==> config.mk <==
export PLATFORM = sky130hd
export DESIGN_NAME = hwloop_ctrl
export DESIGN_NICKNAME = d
export VERILOG_FILES = /design/src/rtl/hwloop_pkg.sv /design/src/rtl/hwloop_region.sv /design/src/rtl/hwloop_counter.sv /design/src/rtl/hwloop_err.sv /design/src/rtl/hwloop_ctrl.sv
export SDC_FILE = /design/constraint.sdc
export NUM_CORES = 1
export LEC_CHECK = 0
export ABC_CLOCK_PERIOD_IN_PS = 4200
export BUFFER_PORTS_ARGS = -buffer_cell sky130_fd_sc_hd__buf_2
export CAP_MARGIN = 20
export CORE_UTILIZATION = 59
export DETAILED_ROUTE_END_ITERATION = 10
export HOLD_SLACK_MARGIN = 0.1
export PLACE_DENSITY = 0.86
export SLEW_MARGIN = 20
export SYNTH_ARGS = -nofsm -noshare
export SYNTH_HDL_FRONTEND = slang
export SYNTH_SLANG_ARGS = --single-unit
==> constraint.sdc <==
create_clock -name clk -period 4.2 [get_ports clk]
set_input_delay 0.21 -clock clk [delete_from_list [all_inputs] [get_ports clk]]
set_output_delay 0.21 -clock clk [all_outputs]
set_load 0.03 [all_outputs]
==> src/rtl/hwloop_pkg.sv <==
package hwloop_pkg;

   // Decision taken by the controller for the current cycle
   typedef enum logic [1:0] {
      EVT_NONE   = 2'd0,
      EVT_REWIND = 2'd1,
      EVT_EXIT   = 2'd2,
      EVT_SKIP   = 2'd3
   } loop_evt_e;

   function automatic logic evt_redirects(loop_evt_e e);
      return (e == EVT_REWIND) || (e == EVT_SKIP);
   endfunction

endpackage

==> src/rtl/hwloop_region.sv <==
module hwloop_region #(
   parameter int PC_W  = 16,
   parameter int LEN_W = 6
) (
   input  logic             clk,
   input  logic             rst_n,
   input  logic             load,
   input  logic [PC_W-1:0]  setup_pc,
   input  logic [LEN_W-1:0] setup_len,
   output logic [PC_W-1:0]  start_pc,
   output logic [PC_W-1:0]  end_pc,
   output logic [PC_W-1:0]  skip_pc
);

   localparam int PAD_W = PC_W - LEN_W;

   generate
      if (PAD_W < 1) begin : g_bad_width
         $error("hwloop_region: PC_W must exceed LEN_W");
      end
   endgenerate

   logic [PC_W-1:0] len_ext;
   logic [PC_W-1:0] first_pc;

   assign len_ext  = {{PAD_W{1'b0}}, setup_len};
   assign first_pc = setup_pc + PC_W'(1);
   // Fall-through target for an empty setup: first address after the body
   assign skip_pc  = first_pc + len_ext;

   always_ff @(posedge clk or negedge rst_n) begin
      if (!rst_n) begin
         start_pc <= '0;
         end_pc   <= '0;
      end else if (load) begin
         start_pc <= first_pc;
         end_pc   <= setup_pc + len_ext;
      end
   end

   p_region_hold_r7: assert property (@(posedge clk) disable iff (!rst_n)
      !load |=> ($stable(start_pc) && $stable(end_pc)));

   p_region_load_r2: assert property (@(posedge clk) disable iff (!rst_n)
      load |=> (end_pc - start_pc == $past(len_ext) - PC_W'(1)));

endmodule

==> src/rtl/hwloop_counter.sv <==
module hwloop_counter #(
   parameter int CNT_W = 8
) (
   input  logic             clk,
   input  logic             rst_n,
   input  logic             load,
   input  logic [CNT_W-1:0] load_val,
   input  logic             dec,
   input  logic             clr,
   output logic [CNT_W-1:0] count,
   output logic             active
);

   generate
      if (CNT_W < 1) begin : g_bad_width
         $error("hwloop_counter: CNT_W must be at least 1");
      end
   endgenerate

   always_ff @(posedge clk or negedge rst_n) begin
      if (!rst_n) begin
         count  <= '0;
         active <= 1'b0;
      end else if (clr) begin
         count  <= '0;
         active <= 1'b0;
      end else if (load) begin
         count  <= load_val;
         active <= 1'b1;
      end else if (dec) begin
         count  <= count - CNT_W'(1);
         active <= (count != CNT_W'(1));
      end
   end

   p_active_nonzero_r2: assert property (@(posedge clk) disable iff (!rst_n)
      active |-> (count != '0));

   p_load_r2: assert property (@(posedge clk) disable iff (!rst_n)
      (load && !clr) |=> (active && count == $past(load_val)));

   p_dec_r3: assert property (@(posedge clk) disable iff (!rst_n)
      (dec && !clr && !load && count > CNT_W'(1)) |=> (active && count == $past(count) - CNT_W'(1)));

   p_exit_r4: assert property (@(posedge clk) disable iff (!rst_n)
      (dec && !clr && !load && count == CNT_W'(1)) |=> (!active && count == '0));

   p_hold_r5: assert property (@(posedge clk) disable iff (!rst_n)
      (!dec && !clr && !load) |=> ($stable(count) && $stable(active)));

   p_clear_r8: assert property (@(posedge clk) disable iff (!rst_n)
      clr |=> (!active && count == '0));

endmodule

==> src/rtl/hwloop_err.sv <==
module hwloop_err #(
   parameter bit ERR_STICKY = 1'b0
) (
   input  logic clk,
   input  logic rst_n,
   input  logic set,
   input  logic clr,
   output logic err
);

   generate
      if (ERR_STICKY) begin : g_sticky
         always_ff @(posedge clk or negedge rst_n) begin
            if (!rst_n)   err <= 1'b0;
            else if (clr) err <= 1'b0;
            else if (set) err <= 1'b1;
         end
      end else begin : g_pulse
         always_ff @(posedge clk or negedge rst_n) begin
            if (!rst_n) err <= 1'b0;
            else        err <= set;
         end
         p_err_pulse_r7: assert property (@(posedge clk) disable iff (!rst_n)
            !set |=> !err);
      end
   endgenerate

   p_err_raise_r7: assert property (@(posedge clk) disable iff (!rst_n)
      set |=> err);

endmodule

==> src/rtl/hwloop_ctrl.sv <==
module hwloop_ctrl
   import hwloop_pkg::*;
#(
   parameter int PC_W       = 16,
   parameter int CNT_W      = 8,
   parameter int LEN_W      = 6,
   parameter bit ERR_STICKY = 1'b0
) (
   input  logic             clk,
   input  logic             rst_n,
   input  logic             setup_valid,
   input  logic [PC_W-1:0]  setup_pc,
   input  logic [CNT_W-1:0] setup_count,
   input  logic [LEN_W-1:0] setup_len,
   input  logic             fetch_valid,
   input  logic [PC_W-1:0]  fetch_pc,
   input  logic             abort,
   output logic             redirect_valid,
   output logic [PC_W-1:0]  redirect_pc,
   output logic             loop_active,
   output logic [CNT_W-1:0] loop_count,
   output logic             setup_err
);

   localparam logic [CNT_W-1:0] LAST_PASS = CNT_W'(1);

   generate
      if (PC_W < 2) begin : g_bad_pc
         $error("hwloop_ctrl: PC_W must be at least 2");
      end
      if (LEN_W < 1) begin : g_bad_len
         $error("hwloop_ctrl: LEN_W must be at least 1");
      end
   endgenerate

   logic            setup_take;
   logic            setup_busy;
   logic            setup_empty;
   logic            setup_load;
   logic            at_end;
   logic            final_pass;
   logic [PC_W-1:0] start_pc;
   logic [PC_W-1:0] end_pc;
   logic [PC_W-1:0] skip_pc;
   loop_evt_e       evt;

   // Setup classification: abort always wins, one loop level only
   assign setup_take  = setup_valid && !abort && !loop_active;
   assign setup_busy  = setup_valid && !abort &&  loop_active;
   assign setup_empty = setup_take && ((setup_count == '0) || (setup_len == '0));
   assign setup_load  = setup_take && !setup_empty;

   // End-of-body detection on the live fetch address
   assign at_end     = loop_active && fetch_valid && !abort && (fetch_pc == end_pc);
   assign final_pass = at_end && (loop_count == LAST_PASS);

   always_comb begin
      evt = EVT_NONE;
      if (setup_empty)     evt = EVT_SKIP;
      else if (final_pass) evt = EVT_EXIT;
      else if (at_end)     evt = EVT_REWIND;
   end

   assign redirect_valid = evt_redirects(evt);
   assign redirect_pc    = (evt == EVT_SKIP) ? skip_pc : start_pc;

   hwloop_region #(
      .PC_W  (PC_W),
      .LEN_W (LEN_W)
   ) region_i (
      .clk       (clk),
      .rst_n     (rst_n),
      .load      (setup_load),
      .setup_pc  (setup_pc),
      .setup_len (setup_len),
      .start_pc  (start_pc),
      .end_pc    (end_pc),
      .skip_pc   (skip_pc)
   );

   hwloop_counter #(
      .CNT_W (CNT_W)
   ) counter_i (
      .clk      (clk),
      .rst_n    (rst_n),
      .load     (setup_load),
      .load_val (setup_count),
      .dec      (at_end),
      .clr      (abort),
      .count    (loop_count),
      .active   (loop_active)
   );

   hwloop_err #(
      .ERR_STICKY (ERR_STICKY)
   ) err_i (
      .clk   (clk),
      .rst_n (rst_n),
      .set   (setup_busy),
      .clr   (abort || setup_load),
      .err   (setup_err)
   );

   p_rewind_target_r3: assert property (@(posedge clk) disable iff (!rst_n)
      (loop_active && fetch_valid && !abort && fetch_pc == end_pc && loop_count > LAST_PASS)
      |-> (redirect_valid && redirect_pc == start_pc));

   p_exit_no_redirect_r4: assert property (@(posedge clk) disable iff (!rst_n)
      (loop_active && fetch_valid && !abort && fetch_pc == end_pc && loop_count == LAST_PASS)
      |-> !redirect_valid);

   p_skip_target_r6: assert property (@(posedge clk) disable iff (!rst_n)
      (setup_valid && !abort && !loop_active && (setup_count == '0 || setup_len == '0))
      |-> (redirect_valid && redirect_pc == setup_pc + PC_W'(1) + PC_W'(setup_len)));

   p_skip_inactive_r6: assert property (@(posedge clk) disable iff (!rst_n)
      (setup_valid && !abort && !loop_active && (setup_count == '0 || setup_len == '0))
      |=> !loop_active);

   p_busy_setup_err_r7: assert property (@(posedge clk) disable iff (!rst_n)
      (setup_valid && !abort && loop_active) |=> (setup_err && $stable(start_pc)));

   p_abort_quiet_r8: assert property (@(posedge clk) disable iff (!rst_n)
      abort |-> !redirect_valid);

   p_abort_kills_r8: assert property (@(posedge clk) disable iff (!rst_n)
      abort |=> (!loop_active && loop_count == '0));

endmodule

==> results_dict.tcl, run 1 <==
set metrics [dict create \
    routed_wl_um 9040 \
    htreeDepth 2 \
    p_total_mw 1.28 \
    start_kind "primary input" \
    ys_seq_area_share_pct 30.4 \
    synthesis.nets 487 \
    max_clock_freq_mhz 310 \
    crit_buf_inv 2 \
    worst_pin_slew_ns 1.03 \
    drive_above_1_share_pct 22.4 \
    power.leakage_nw 1.82 \
    grt_overflow 0 \
    reg2reg_depth 6 \
    cts_setup_buffers 0 \
    clkLatencyLatePin_ns 0.30 \
    gp_congestion 0.908 \
    io_pins 78 \
    synth-compound-area-share_pct 20.4 \
    synthAdderAreaFrac_pct 6.58 \
    powerDensity_nw_per_um2 322 \
    wl_per_cell_um 16.0 \
    hp-start "setup_count[6]" \
    via_count 3421 \
    fillers 471 \
    nets 558 \
    arrival_ns 3.02 \
    dp.cells 554 \
    final.min_clock_period_ns 3.23 \
    place.detailed.hpwl_um 6890 \
    cts-root-buf "clkbuf_8" \
    placement.io_buffers 77 \
    core_area_um2 5570 \
    grt_setup_unrepaired "false" \
    fin_setup_tns_ns 0 \
    r2r_slack_ns 1.73 \
    ys_ff_latch 42 \
    worst-path-max-fanout 8 \
    synth_top_family_by_area "simple AND/OR/NAND/NOR gates" \
    grt_use_total_pct 31.2 \
    min_path_type "in -> reg" \
    synth_area_um2 3460 \
    synth.distinct_cells 56 \
    grt_max_degree 43 \
    pre_cts_ws_ns 0.996 \
    antenna_cells 0 \
    worstSetupPathType "in -> out" \
    yosys.area.top_type "dfrtp_1" \
    cts_made_buffers 5 \
    yosys-top-cells-area "dfrtp_1 (30%), xnor2_1 (8.1%), nand2_1 (7.7%)" \
    synth-simple-area-share_pct 24.9 \
    maxSlewViolCount 0 \
    clkSlewWorstSetupHoldPaths_ns 0.09 \
    hold_viol 0 \
    syn_area_per_cell_um2 8.26 \
    clock-sinks 42 \
    whs_ns 0.121 \
    status "finished, final reports clean" \
    peakVddDrop_mv 0.217 \
    reg2reg_from "region_i.end_pc[15]$_DFFE_PN0P_" \
    final.setup.worst_slack_ns 0.971 \
    hold_depth 3 \
    post_drt_via_cell_ratio 6.08 \
    endpoint_kind "output pin" \
    fin_skew_ns 0.0105 \
    drt_iter0_drc 228 \
    fin_crit_sh_pct 76.9 \
    cpPeakStageDelay_ns 0.49 \
    antenna_found_initial 0 \
    drv_cap 0 \
    num_rows 27 \
    critical_path.top_delay_family "compound AO/OA/AOI/OAI gates" \
    clockBufferDepth 2 \
    final_cell_count_no_fill 563 \
    syn_to_final_growth_pct 15.2 \
    yosys_warnings 0 \
    multi_input_area_um2 2270 \
    reg2reg_to "counter_i.count[1]$_DFFE_PN0P_" \
    detail_route.first_pass.iterations 5 \
    crit_slowest_cell "a211oi_1" \
    die_w_um 78.6 \
    required_ns 3.99 \
    drc 0 \
    cp_cell_sequence "buf_2 -> ha_1 -> nand3_1 -> xnor2_1 -> ha_1 -> o21ai_0 -> a21oi_1 -> o21ai_0 -> a211oi_1 -> a31oi_1 -> o31ai_2 -> buf_2" \
    start_util_pct 62.1 \
    synth_xor_xnor_area_share_pct 13.4 \
    grt_pass1_vias 3362 \
    setup-violations-final 0 \
    grt_pass1_wl_um 15100 \
    syn_inst 419 \
    die_h_um 78.6 \
    die-area_um2 6180 \
    cts_tree "done" \
    ant_nets 0 \
    slew_headroom_pct 30.7 \
    synthMuxAreaShare_pct 0.325 \
    seq_area_um2 1050 \
    synth_top_area_share_pct 30.4 \
    min_to "counter_i.count[6]$_DFFE_PN0P_" \
]
[metrics by stage]
| step | utilization (%) | cell area [um2] |
|---|---|---|
| floorplan | - | 3460 |
| global placement | 69.4 | 3870 |
| detailed placement | 69.4 | 3870 |
| CTS | 71.5 | 3990 |
| global route | 71.5 | 3990 |
| finish | 71.5 | 3990 |
[registers in the layout, summed over array words and instances, names as in the netlist]
register / count
region_i.end_pc: 16
counter_i.active: 1
counter_i.count: 8
err_i.err: 1
region_i.start_pc: 16
[cell usage after synthesis, drive strengths merged]
cell type and count:
nand3 12, and3b 1, and4 4, o311ai 1
mux2 1, clkbuf 12, o41ai 1, and3 8
a211o 2, nor3b 4, or3b 1, or3 6
a221o 2, xor2 19, a21oi 9, a211oi 11
or4 1, o31ai 6, o21ai 41, nor4 7
xnor2 33, buf 6, dfrtp 42, a22o 1
fa 2, a22oi 1, nand4 10, a31oi 12
o21a 3, inv 12, o21bai 2, nand2b 4
a2111oi 3, a21o 4, nor2 31, or2 1
o22ai 2, nor3 8, nand2 73, a21bo 1
ha 15, and2 4
[where the power goes]
part	leakage (nW)	total, mW	switching [mW]	internal (mW)
Combinational	1.24	0.449	0.278	0.170
Clock	0.0524	0.323	0.145	0.178
Sequential	0.524	0.512	0.0442	0.467
Total	1.82	1.28	0.468	0.816
[worst reg2reg max path, cell delays in order (launching register included)]
cell and delay, ns:
dfrtp_1 0.40, xnor2_1 0.16, nand4_1 0.11, nor3_1 0.84
and2_1 0.31, mux2_2 0.35, a211oi_1 0.23
[final cells by class]
cell class | count | share of cell area, %
clock buffer | 7 | 1.91
inverter | 12 | 1.13
timing repair buffer | 82 | 10.7
multi-input combinational | 347 | 56.9
tap | 72 | 2.26
sequential | 42 | 26.4
clock inverter | 1 | 0.753
[kinds of logic after synthesis]
family | count (synthesis)
AOI/OAI and AO/OA | 102
muxes | 1
DFF | 42
and+or+nand+nor | 175
xor gates and xnor gates | 52
buffers and inverters | 30
adders and majority gates | 17
[per-layer routing]
layer | routed length, um | part of all wire [%] | GRT usage, % | vias up
li1 | - | - | - | 1635
met1 | 3980 | 44 | 39.0 | 1650
met2 | 4330 | 48 | 53.0 | 112
met3 | 475 | 5.3 | 4.65 | 24
met4 | 250 | 2.8 | 13.5 | 0
met5 | 0 | 0 | 0 | -
[cell usage in the layout (no fill, tap or decap), types with 3 or more instances in the layout]
master,count
a211oi_1,10
a21o_1,4
a21oi_1,9
a31oi_1,11
and3_1,6
and4_1,4
buf_2,77
buf_4,4
clkbuf_8,5
dfrtp_1,42
ha_1,15
inv_1,12
nand2_1,70
nand2b_1,4
nand3_1,12
nand4_1,10
nor2_1,31
nor3_1,8
nor3b_1,4
nor4_1,6
o21a_1,3
o21ai_0,39
o31ai_1,5
or3_1,5
xnor2_1,32
xor2_1,19
[worst max path at each step]
stage	startpoint	cells past startpoint	end	slack [ns]
after floorplan	setup_pc[0]	9	redirect_pc[13]	1.17
after global placement	setup_pc[0]	12	redirect_pc[14]	1.08
after detailed placement	setup_pc[0]	12	redirect_pc[14]	1.0
after CTS	setup_pc[0]	12	redirect_pc[14]	0.96
after global routing	setup_pc[0]	12	redirect_pc[14]	0.65
final	setup_pc[0]	12	redirect_pc[14]	0.97
[timing repair]
action | in CTS | in global routing
hold endpoints to repair | 35 | 0
hold buffers | 1 | 0
gates resized for setup | 0 | 0
No activity file was read; power rests on OpenSTA's default activity.
==> run 2, diff against run 1 <==
Settings changed: ABC_CLOCK_PERIOD_IN_PS 4200 to 2700, CORE_UTILIZATION 59 to 50, PLACE_DENSITY 0.86 to 0.78.
Clock period 4.2 ns to 2.7 ns, I/O delays scaled along.
==> results_dict.tcl, run 2 (synthesized netlist as in run 1, its figures left out) <==
set metrics [dict create \
    final_common_cell "buf_2" \
    clkSlewWorstSetupHoldPaths_ns 0.09 \
    grt_use_total_pct 26.2 \
    final_area_um2 4220 \
    grt_pass1_vias 3335 \
    drt_iter0_drc 223 \
    clkLatencyLatePin_ns 0.30 \
    mostFrequentLayoutCells "buf_2 (76), nand2_1 (70), dfrtp_1 (42)" \
    post_drt_via_cell_ratio 5.83 \
    detail_route.first_pass.iterations 4 \
    grt_overflow 0 \
    io_pins 78 \
    die_h_um 85.2 \
    worst_pin_slew_ns 0.953 \
    worstSetupPathType "in -> out" \
    drc 0 \
    p_int_mw 1.20 \
    arrival_ns 2.42 \
    peakVddDrop_mv 0.242 \
    die_w_um 85.2 \
    final.setup.worst_slack_ns 0.142 \
    required_ns 2.57 \
    htreeDepth 2 \
    multi_input_area_um2 2320 \
    final_cell_count_no_fill 590 \
    hp-start "setup_valid" \
    fin_crit_sh_pct 94.7 \
    min_path_type "in -> reg" \
    grt_max_degree 43 \
    antenna_found_initial 0 \
    cts_made_buffers 5 \
    gp_congestion 0.946 \
    clockBufferDepth 2 \
    ant_nets 0 \
    pre_cts_ws_ns -0.0707 \
    core_area_um2 6530 \
    fillers 571 \
    seq_area_um2 1050 \
    placement.io_buffers 77 \
    reg2reg_depth 7 \
    power_frac_comb_pct 37.6 \
    start_util_pct 53.0 \
    power.switching_mw 0.757 \
    die-area_um2 7260 \
    endpoint_kind "output pin" \
    dp.cells 574 \
    status "finished, final reports clean" \
    place.detailed.hpwl_um 6970 \
    routed_wl_um 9190 \
    hold_viol 0 \
    reg2reg_from "region_i.end_pc[13]$_DFFE_PN0P_" \
    via_count 3441 \
    powerDensity_nw_per_um2 465 \
    max_clock_freq_mhz 391 \
    wl_per_cell_um 15.6 \
    power.leakage_nw 1.93 \
    top_regs "region_i.end_pc (16), region_i.start_pc (16), counter_i.count (8)" \
    whs_ns 0.111 \
    hold_depth 2 \
    final_util_pct 64.6 \
    power_frac_clock_pct 21.7 \
    grt_pass1_wl_um 15200 \
    slew_headroom_pct 36.5 \
    num_rows 29 \
    cts_tree "done" \
    nets 580 \
    power_frac_seq_pct 40.7 \
    switching_share_pct 38.6 \
    drive_above_1_share_pct 27.9 \
    antenna_cells 0 \
    fin_skew_ns 0.00669 \
    clock-sinks 42 \
    crit_start "setup_pc[0]" \
    final.min_clock_period_ns 2.56 \
    worst-path-max-fanout 5 \
    drv_cap 0 \
    maxSlewViolCount 0 \
    cts-root-buf "clkbuf_8" \
    setup-violations-final 0 \
    dpl_cell_area_um2 4010 \
    start_kind "primary input" \
    syn_to_final_growth_pct 21.8 \
]
[run 2: power by group through the flow]
stage / logic (mW) / registers, mW / clock network [mW]
global route: 0.819 / 0.809 / 0.454
finish: 0.737 / 0.797 / 0.426
floorplan: 0.473 / 0.812 / 0
global placement: 0.692 / 0.804 / 0
CTS: 0.715 / 0.797 / 0.432
detailed placement: 0.708 / 0.808 / 0
[run 2: timing repair]
action	CTS	global route
cloned	0	0
resized for setup	1	15
endpoints found under the hold margin	44	0
hold buffers	3	0
pin swaps	0	4
setup buffers	0	5
setup endpoints to repair	1	9
[run 2: metrics by stage]
stage               power, mW  TNS, ns
detailed placement       1.52  -0.0707
global placement         1.50  -0.0178
CTS                      1.94        0
floorplan                1.28        0
finish                   1.96        0
global route             2.08  -0.0159
[run 2: worst paths after layout]
check,to,slack (ns)
setup / recovery,redirect_pc[15],0.14
hold / removal,err_i.err$_DFF_PN0_,0.11
setup reg to reg,counter_i.count[1]$_DFFE_PN0P_,0.66
hold reg to reg,region_i.start_pc[2]$_DFFE_PN0P_,0.48
max in group asynchronous,region_i.end_pc[5]$_DFFE_PN0P_,1.59
min in group asynchronous,counter_i.count[3]$_DFFE_PN0P_,0.51
[run 2: final cells by class]
cell class | count | share of cell area (%)
Tap cell | 77 | 2.28
Sequential cell | 42 | 24.9
Timing Repair Buffer | 104 | 14.5
Clock inverter | 3 | 0.504
Multi-Input combinational cell | 347 | 55.1
Inverter | 12 | 1.07
Clock buffer | 5 | 1.63
[run 2: critical path, cell delays in order]
cell and delay (ns):
buf_2 0.15, ha_4 0.16, nand3_1 0.11, xnor2_2 0.16, ha_2 0.36, o21ai_0 0.10
nand2_1 0.09, o41ai_2 0.06, buf_4 0.17, a2111oi_4 0.34, a31oi_1 0.12, a221o_1 0.28
buf_2 0.18
[run 2: layer usage]
layer	track usage, %	up-vias	part of all wire, %
met5	0	-	0
met4	7.55	0	2.0
met3	4.09	15	5.8
met2	44.9	116	48
met1	34.4	1626	44
li1	-	1684	-
